## src/rtl/exp_timer_pkg.sv

```systemverilog
package exp_timer_pkg;

   typedef enum logic [1:0] {
      ST_IDLE  = 2'd0,
      ST_ALIGN = 2'd1,
      ST_RUN   = 2'd2
   } exp_state_t;

   localparam int MAX_UNITS = 6500;

   // piecewise exposure table, in units of the slow clock
   function automatic int unsigned units_for_code(input logic [4:0] c);
      int unsigned v;
      v = int'(c);
      if (v <= 10)       return v;
      else if (v <= 19)  return (v - 9) * 10;
      else if (v <= 28)  return (v - 18) * 100;
      else if (v == 29)  return 3500;
      else if (v == 30)  return 5000;
      else               return 6500;
   endfunction

endpackage

```

## src/rtl/exp_sync_rise.sv

```systemverilog
module exp_sync_rise #(
   parameter int STAGES = 2
) (
   input  logic clk,
   input  logic rst_n,
   input  logic async_i,
   output logic rise_o
);
   if (STAGES < 2) begin : g_bad_stages
      $error("exp_sync_rise: STAGES must be at least 2");
   end

   logic [STAGES-1:0] chain_q;
   logic              last_q;

   for (genvar i = 0; i < STAGES; i++) begin : g_stage
      if (i == 0) begin : g_first
         always_ff @(posedge clk or negedge rst_n) begin
            if (!rst_n) chain_q[0] <= 1'b0;
            else        chain_q[0] <= async_i;
         end
      end else begin : g_next
         always_ff @(posedge clk or negedge rst_n) begin
            if (!rst_n) chain_q[i] <= 1'b0;
            else        chain_q[i] <= chain_q[i-1];
         end
      end
   end

   always_ff @(posedge clk or negedge rst_n) begin
      if (!rst_n) last_q <= 1'b0;
      else        last_q <= chain_q[STAGES-1];
   end

   assign rise_o = chain_q[STAGES-1] & ~last_q;

   // an edge event lasts a single cycle
   p_single_rise_r9: assert property (@(posedge clk) disable iff (!rst_n)
      rise_o |=> !rise_o);

endmodule

```

## src/rtl/exp_unit_lut.sv

```systemverilog
module exp_unit_lut
   import exp_timer_pkg::*;
#(
   parameter int CODE_W = 5,
   parameter int CNT_W  = 13
) (
   input  logic [CODE_W-1:0] code_i,
   output logic [CNT_W-1:0]  units_o
);
   if (CODE_W != 5) begin : g_bad_code
      $error("exp_unit_lut: table is defined for a 5-bit code");
   end
   if ((1 << CNT_W) <= MAX_UNITS) begin : g_bad_cnt
      $error("exp_unit_lut: CNT_W too narrow for the longest exposure");
   end

   always_comb begin
      units_o = CNT_W'(units_for_code(code_i[4:0]));
   end

   // table never exceeds its longest entry
   always_comb begin
      a_lut_bound_r2: assert (int'(units_o) <= MAX_UNITS);
   end

endmodule

```

## src/rtl/exp_seq_ctl.sv

```systemverilog
module exp_seq_ctl
   import exp_timer_pkg::*;
#(
   parameter int CODE_W = 5,
   parameter int CNT_W  = 13
) (
   input  logic              clk,
   input  logic              rst_n,
   input  logic              start_i,
   input  logic [CODE_W-1:0] code_i,
   input  logic              ext_mode_i,
   input  logic              amp_off_i,
   input  logic              unit_rise_i,
   input  logic              user_rise_i,
   output logic              running_o,
   output logic              done_o,
   output logic              amp_off_o
);
   exp_state_t        state_q;
   logic [CODE_W-1:0] code_q;
   logic              ext_q;
   logic              amp_q;
   logic [CNT_W-1:0]  cnt_q;
   logic [CNT_W-1:0]  target;
   logic [CODE_W-1:0] code_sel;
   logic              accept;

   assign accept   = start_i && (state_q == ST_IDLE);
   assign code_sel = (state_q == ST_IDLE) ? code_i : code_q;

   exp_unit_lut #(.CODE_W(CODE_W), .CNT_W(CNT_W)) lut_i (
      .code_i  (code_sel),
      .units_o (target)
   );

   always_ff @(posedge clk or negedge rst_n) begin
      if (!rst_n) begin
         state_q <= ST_IDLE;
         code_q  <= '0;
         ext_q   <= 1'b0;
         amp_q   <= 1'b0;
         cnt_q   <= '0;
         done_o  <= 1'b0;
      end else begin
         done_o <= 1'b0;
         unique case (state_q)
            ST_IDLE: begin
               if (accept) begin
                  code_q <= code_i;
                  ext_q  <= ext_mode_i;
                  amp_q  <= amp_off_i;
                  cnt_q  <= '0;
                  if (ext_mode_i)          state_q <= ST_RUN;
                  else if (target == '0)   done_o  <= 1'b1;
                  else                     state_q <= ST_ALIGN;
               end
            end
            ST_ALIGN: begin
               if (unit_rise_i) begin
                  state_q <= ST_RUN;
                  cnt_q   <= '0;
               end
            end
            ST_RUN: begin
               if (ext_q) begin
                  if (user_rise_i) begin
                     state_q <= ST_IDLE;
                     done_o  <= 1'b1;
                  end
               end else if (unit_rise_i) begin
                  if (cnt_q + 1'b1 == target) begin
                     state_q <= ST_IDLE;
                     done_o  <= 1'b1;
                     cnt_q   <= '0;
                  end else begin
                     cnt_q <= cnt_q + 1'b1;
                  end
               end
            end
            default: state_q <= ST_IDLE;
         endcase
      end
   end

   assign running_o = (state_q == ST_RUN);
   assign amp_off_o = amp_q;

   // the unit count stays below the selected length
   p_cnt_bound_r2: assert property (@(posedge clk) disable iff (!rst_n)
      (running_o && !ext_q) |-> (cnt_q < target));
   // captured selections stay put while busy
   p_hold_sel_r8: assert property (@(posedge clk) disable iff (!rst_n)
      (state_q != ST_IDLE && !accept) |=> $stable(code_q) && $stable(ext_q) && $stable(amp_q));
   // done is a lone pulse
   p_done_pulse_r5: assert property (@(posedge clk) disable iff (!rst_n)
      done_o |=> !done_o);

endmodule

```

## src/rtl/exposure_timer.sv

```systemverilog
module exposure_timer
   import exp_timer_pkg::*;
#(
   parameter int CODE_W      = 5,
   parameter int SYNC_STAGES = 2,
   localparam int CNT_W      = $clog2(MAX_UNITS + 1)
) (
   input  logic              clk,
   input  logic              rst_n,
   input  logic              start_i,
   input  logic [CODE_W-1:0] code_i,
   input  logic              ext_mode_i,
   input  logic              amp_off_i,
   input  logic              unit_clk_i,
   input  logic              user_end_i,
   output logic              integrating_o,
   output logic              done_o,
   output logic              amp_en_o
);
   logic unit_rise;
   logic user_rise;
   logic amp_off;

   exp_sync_rise #(.STAGES(SYNC_STAGES)) unit_sync_i (
      .clk     (clk),
      .rst_n   (rst_n),
      .async_i (unit_clk_i),
      .rise_o  (unit_rise)
   );

   exp_sync_rise #(.STAGES(SYNC_STAGES)) user_sync_i (
      .clk     (clk),
      .rst_n   (rst_n),
      .async_i (user_end_i),
      .rise_o  (user_rise)
   );

   exp_seq_ctl #(.CODE_W(CODE_W), .CNT_W(CNT_W)) ctl_i (
      .clk         (clk),
      .rst_n       (rst_n),
      .start_i     (start_i),
      .code_i      (code_i),
      .ext_mode_i  (ext_mode_i),
      .amp_off_i   (amp_off_i),
      .unit_rise_i (unit_rise),
      .user_rise_i (user_rise),
      .running_o   (integrating_o),
      .done_o      (done_o),
      .amp_off_o   (amp_off)
   );

   assign amp_en_o = ~(integrating_o & amp_off);

   // amplifier is only ever cut while exposing
   p_amp_idle_on_r7: assert property (@(posedge clk) disable iff (!rst_n)
      !integrating_o |-> amp_en_o);
   // done never overlaps the exposure
   p_done_after_r5: assert property (@(posedge clk) disable iff (!rst_n)
      done_o |-> !integrating_o);
   // every exposure end produces a done pulse
   p_end_done_r5: assert property (@(posedge clk) disable iff (!rst_n)
      $fell(integrating_o) |-> done_o);

endmodule

```

## config.mk

```make
export PLATFORM = sky130hd
export DESIGN_NAME = exposure_timer
export DESIGN_NICKNAME = d
export VERILOG_FILES = /design/src/rtl/exp_timer_pkg.sv /design/src/rtl/exp_sync_rise.sv /design/src/rtl/exp_unit_lut.sv /design/src/rtl/exp_seq_ctl.sv /design/src/rtl/exposure_timer.sv
export SDC_FILE = /design/constraint.sdc
export NUM_CORES = 1
export LEC_CHECK = 0
export ABC_AREA = 1
export BUFFER_PORTS_ARGS = -buffer_cell sky130_fd_sc_hd__buf_2
export CORE_ASPECT_RATIO = 1.75
export CORE_MARGIN = 1.5
export CORE_UTILIZATION = 56
export DETAILED_ROUTE_END_ITERATION = 10
export HOLD_SLACK_MARGIN = 0.05
export PLACE_DENSITY = 0.74
export SKIP_CTS_REPAIR_TIMING = 1
export SLEW_MARGIN = 20
export SYNTH_ARGS = -nofsm -noshare
export SYNTH_HDL_FRONTEND = slang
export SYNTH_SLANG_ARGS = --single-unit
```

## constraint.sdc

```tcl
create_clock -name clk -period 7.3 [get_ports clk]
set_input_delay 0.73 -clock clk [delete_from_list [all_inputs] [get_ports clk]]
set_output_delay 0.73 -clock clk [all_outputs]
set_load 0.01 [all_outputs]
```

Word-level counts from Yosys, hierarchy flattened
Cells that the tools add are included.

Add/sub/neg operators: 3. $mul: 2. Order comparisons: 3. Equal/unequal tests: 13. Multiplexer cells: 29. Bitwise gates (word level): 6. Reduce and logical (&&, ||, !) cells: 7.

Operator list (count): 13-bit 2-to-1 mux (9); 13-bit case mux with 3 select lines (1); 32-bit by 3-bit multiplier with 12-bit output, second input constant (1); 32-bit by 5-bit multiplier with 11-bit output, second input constant (1); 2-bit 2-to-1 mux (8); 13-bit by 1-bit adder with 13-bit output, second input constant (1); 13-bit equality test (1); 13-bit zero test (1); 12-bit 2-to-1 mux (1); 5-bit equality test, second input constant (2); 5-bit <= comparator, second input constant (2); 1-bit 2-to-1 mux (7); 2-bit by 1-bit inequality test with 1-bit output, second input constant (3); 3-bit by 1-bit inequality test with 1-bit output, second input constant (2); 2-bit case mux with 3 select lines (1); 6-bit AND reduction (1); 5-bit by 4-bit subtractor with 6-bit output, second input constant (1); 5-bit by 5-bit subtractor with 6-bit output, second input constant (1); 5-bit by 4-bit <= comparator with 1-bit output, second input constant (1); 5-bit 2-to-1 mux (1); 5-bit AND reduction (1); 1-bit AND (3); 3-bit by 2-bit inequality test with 1-bit output, second input constant (1); 3-bit inequality test, second input constant (1); other kinds (9) (11).

Register bits after elaboration: 29. Bits of input ports: 12. Output and inout bits: 3. Logic and storage cells: 75.

Longest topological paths before layout
Depth after elaboration: 13. Depth in mapped cells: 33.

Cells and area by module
A second synthesis with hierarchy kept.

Cells, all modules: 495. Area, all modules: 3313.2 µm².

Modules (own cells, without submodules): exp_seq_ctl (instances 1, cells each 290, area each 1863.0 µm², sequential area each 575.6 µm²); exp_unit_lut (instances 1, cells each 194, area each 1276.2 µm², sequential area each 0.0 µm²); exp_sync_rise (instances 2, cells each 5, area each 85.1 µm², sequential area each 75.1 µm²); exposure_timer (instances 1, cells each 1, area each 3.8 µm², sequential area each 0.0 µm²).

Worst setup path after synthesis
No wires, ideal clock.

Path type: input to register. Start: input code_i[3]. End: register ctl_i.cnt_q[0]. Library setup time: 119 ps. Arrival: 4484 ps. Required time: 7181 ps. Slack: 2697 ps. Stages on the path: 28. Cells stage by stage: nand2_1 nand2_4 nor2_2 nand2_1 inv_1 nor2_1 inv_1 nand2_1 inv_1 ha_1 fa_1 fa_1 ha_1 nand2_1 or2_2 nand3_1 nand2_1 nand3_1 nand3_1 nand2_1 nand2_1 nor2_1 nand2_1 nor2_1 nand3_2 buf_6 nand3_1 nand2_1.

Longest elaborated chain between the ends: 12. Elaborated cells on any way between the ends: 20.

Ends and longest elaborated chain: from (decl) (RTL line exposure_timer.sv:11) `input logic [CODE_W-1:0] code_i,`; 5-bit 2-to-1 mux * (RTL line exp_seq_ctl.sv:29) `assign code_sel = (state_q == ST_IDLE) ? code_i : code_q;`; parallel branches: the longest is 5 deep, another holds 32-bit by 5-bit multiplier with 11-bit output; 13-bit 2-to-1 mux * (RTL line exp_timer_pkg.sv:15) `if (v <= 10) return v;`; 13-bit equality test * (RTL line exp_seq_ctl.sv:71) `if (cnt_q + 1'b1 == target) begin`; 13-bit 2-to-1 mux * (RTL line exp_seq_ctl.sv:71); 13-bit 2-to-1 mux * (RTL line exp_seq_ctl.sv:70) `end else if (unit_rise_i) begin`; 13-bit 2-to-1 mux * (RTL line exp_seq_ctl.sv:65) `if (ext_q) begin`; 13-bit case mux with 3 select lines * (RTL line exp_seq_ctl.sv:46) `unique case (state_q)`; to (signal assigned) (RTL line exp_seq_ctl.sv:76) `cnt_q <= cnt_q + 1'b1;`; to (decl) (RTL line exp_seq_ctl.sv:23) `logic [CNT_W-1:0] cnt_q;`.

Mark *: on every way between the ends. The select of a mux whose other input is x is not followed. A chain may end at the register's enable or synchronous reset.

Worst setup path in the final report
Start: register ctl_i.state_q[1]. End: register ctl_i.state_q[1].

Longest elaborated chain between the ends: 11. Elaborated cells on any way between the ends: 29.

Ends and longest elaborated chain: from (decl) (RTL line exp_seq_ctl.sv:19) `exp_state_t state_q;`; from (signal assigned) (RTL line exp_seq_ctl.sv:38) `state_q <= ST_IDLE;`; from (signal assigned) (RTL line exp_seq_ctl.sv:53) `if (ext_mode_i) state_q <= ST_RUN;`; from (signal assigned) (RTL line exp_seq_ctl.sv:55) `else state_q <= ST_ALIGN;`; parallel branches: the longest is 11 deep, another holds 32-bit by 5-bit multiplier with 11-bit output.

Several ways; the timed one is not identified.

==> out/metrics.yaml <==
critical_path:
  path_class: "register to register"
  cp.arrival_ps: 5390
  path_max_fanout: 15
  end_kind: "register"
  cp-start-kind: "register"
  crit_path_frequent_cell: "nand2_1"
  cp_slowest_cell: "fa_1"
  max_stage_delay_ps: 500
  worst-endpoint-required_ps: 7480
drt:
  viasPerCell: 5.288
  drt_iter0_drc: 113
  drt-total-wl_um: 7502
  num_vias: 3051
  met1_length_um: 2908
  wl_met2_um: 4091
  post-route-drc-count: 0
  route.met3.wl_um: 150
  dr.max_layer_used: "met4"
  dr.pass1.iters: 4
  avgRoutedWirePerCell_um: 13.00
  final_antenna_net_count: 0
floorplan:
  die_x_um: 60.18
  start_util_pct: 57.84
  coreArea_mm2: 0.005540
  boundaryPins: 15
  die_h_um: 103.1
  dieArea_mm2: 0.006202
  rows: 36
sta:
  fin_crit_ps: 5206
  fmax_mhz: 192.1
  hold_viol_final: 0
  maxSlewViolCount: 0
  clock_skew_ps: 10.08
  finalSetupTns_ps: 0
  maxSlewHeadroom_pct: 57.94
  grt_setup_unrepaired: "no"
  tightest_slew_ps: 631.0
  min_period_over_period_pct: 71.32
  setup_viol: 0
clock_network:
  numCtsBuffers: 5
  htree_levels: 2
  cts_tree: "done"
  clk_latency_ps: 290
  cts_root_buffer: "clkbuf_8"
  path_clk_slew_ps: 70
  clk_path_buf_depth: 2
  clock_sinks: 29
place:
  hpwl_um: 6130
  place_congestion: 0.9580
  port_buffers: 14
final_layout:
  n_fill_cell: 575
  nNetsFinal: 552
  most-common-layout-cells: "nand2_1, inv_1, nand3_1"
  area_delta_synth_final_pct: 7.966
  layout-drive-gt1-share_pct: 10.38
  num_antenna_cells: 0
  mostFrequentLayoutCell: "nand2_1"
logic_synthesis:
  synth_top_cell_area_share_pct: 22.65
  syn_nets: 536
  synth_area_leader_cell: "dfrtp_1"
  seq_area_frac_synth_pct: 22.65
  syn_inst: 484
  yosys_register_bits: 29
  yosys.cell_types.count: 31
  synth_area_leaders: "dfrtp_1, nand2_1, ha_1"
  syn_area_per_cell_um2: 6.621
  synth_area_mm2: 0.003204
  synth_warnings: 0
global_route:
  grt_pass1_vias: 2971
  grt_overflow: 0
  gr-usage-all-layers_pct: 27.06
  antenna_found_initial: 0
  grt_first_pass_wirelength_um: 12740
  grt_max_degree: 30
flow_run:
  drv_cap: 0
run_status:
  status: "complete, no violations"
hold_path:
  holdCritPathClass: "register to register"
==> layer usage <==
metal,vias up,global-route usage [%]
met3,32,2.384
met1,1384,28.08
met4,0,15.56
met5,-,0
met2,62,50.59
li1,1573,-
==> final timing paths <==
kind                                        start                      to  slack [ps]  cells past startpoint
max                              ctl_i.state_q[1]        ctl_i.state_q[1]        2090                     31
min                        user_sync_i.chain_q[0]  user_sync_i.chain_q[1]         360                      0
max reg2reg                      ctl_i.state_q[1]        ctl_i.state_q[1]        2090                     31
min reg2reg                user_sync_i.chain_q[0]  user_sync_i.chain_q[1]         360                      0
max in group asynchronous                   rst_n          ctl_i.cnt_q[6]        6420                      1
min in group asynchronous                   rst_n         ctl_i.code_q[0]         460                      1
==> metrics by stage <==
stage	hold WS, ps	cell area [um^2]	cells	worst slack, ps	utilization (%)
after floorplan	331.2	3204	484	2697	-
after global placement	344.0	3339	569	2097	60.28
after detailed placement	335.7	3339	569	1954	60.28
after CTS	360.3	3460	577	2072	62.44
after global routing	364.1	3460	577	1519	62.44
final	357.0	3460	577	2094	62.44
==> layout make-up <==
type | instances | area (um^2) | share of cell area [%]
clock buffers | 6 | 82.58 | 2.387
well taps | 76 | 95.09 | 2.749
repair buffers | 16 | 85.08 | 2.459
flip-flops and latches | 29 | 725.7 | 20.98
multi-input cells | 381 | 2182 | 63.07
clock inverters | 2 | 37.54 | 1.085
inverters | 67 | 251.5 | 7.269
==> registers in the layout, summed over array words and instances, names as in the netlist, 2 cells and up <==
register,cells
ctl_i.cnt_q,13
ctl_i.code_q,5
ctl_i.state_q,2
unit_sync_i.chain_q,2
user_sync_i.chain_q,2
==> critical path: cells and delay by family, from the launching register on <==
kind,cells,cell delay [ps]
and+or+nand+nor,23,2450
buffers and inverters,4,650
DFF,1,470
adders and majority gates,4,1530
==> cell usage after synthesis (all sizes together) <==
cell type  number
nand2         176
a31oi           1
xor2            9
ha             33
o21bai          1
nand3b          2
nor3            2
mux2            2
nand4          18
a21oi          11
nand3          58
or2             5
nor2           40
and2            3
xnor2           4
inv            67
o21ai           9
clkbuf          4
fa              7
buf             3
dfrtp          29
==> logic make-up after synthesis <==
| logic type | count (synthesis) | share of synthesized area (%) |
|---|---|---|
| adders and majority gates | 40 | 17.26 |
| muxes | 2 | 0.7028 |
| buffers and inverters | 74 | 9.254 |
| xor gates and xnor gates | 13 | 3.553 |
| DFF | 29 | 22.65 |
| AOI/OAI and AO/OA | 22 | 4.022 |
| and+or+nand+nor | 304 | 42.56 |
Power is left out: the tool's default activity adds up to more than one toggle a clock period on the data nets, which glitch-free logic cannot reach.
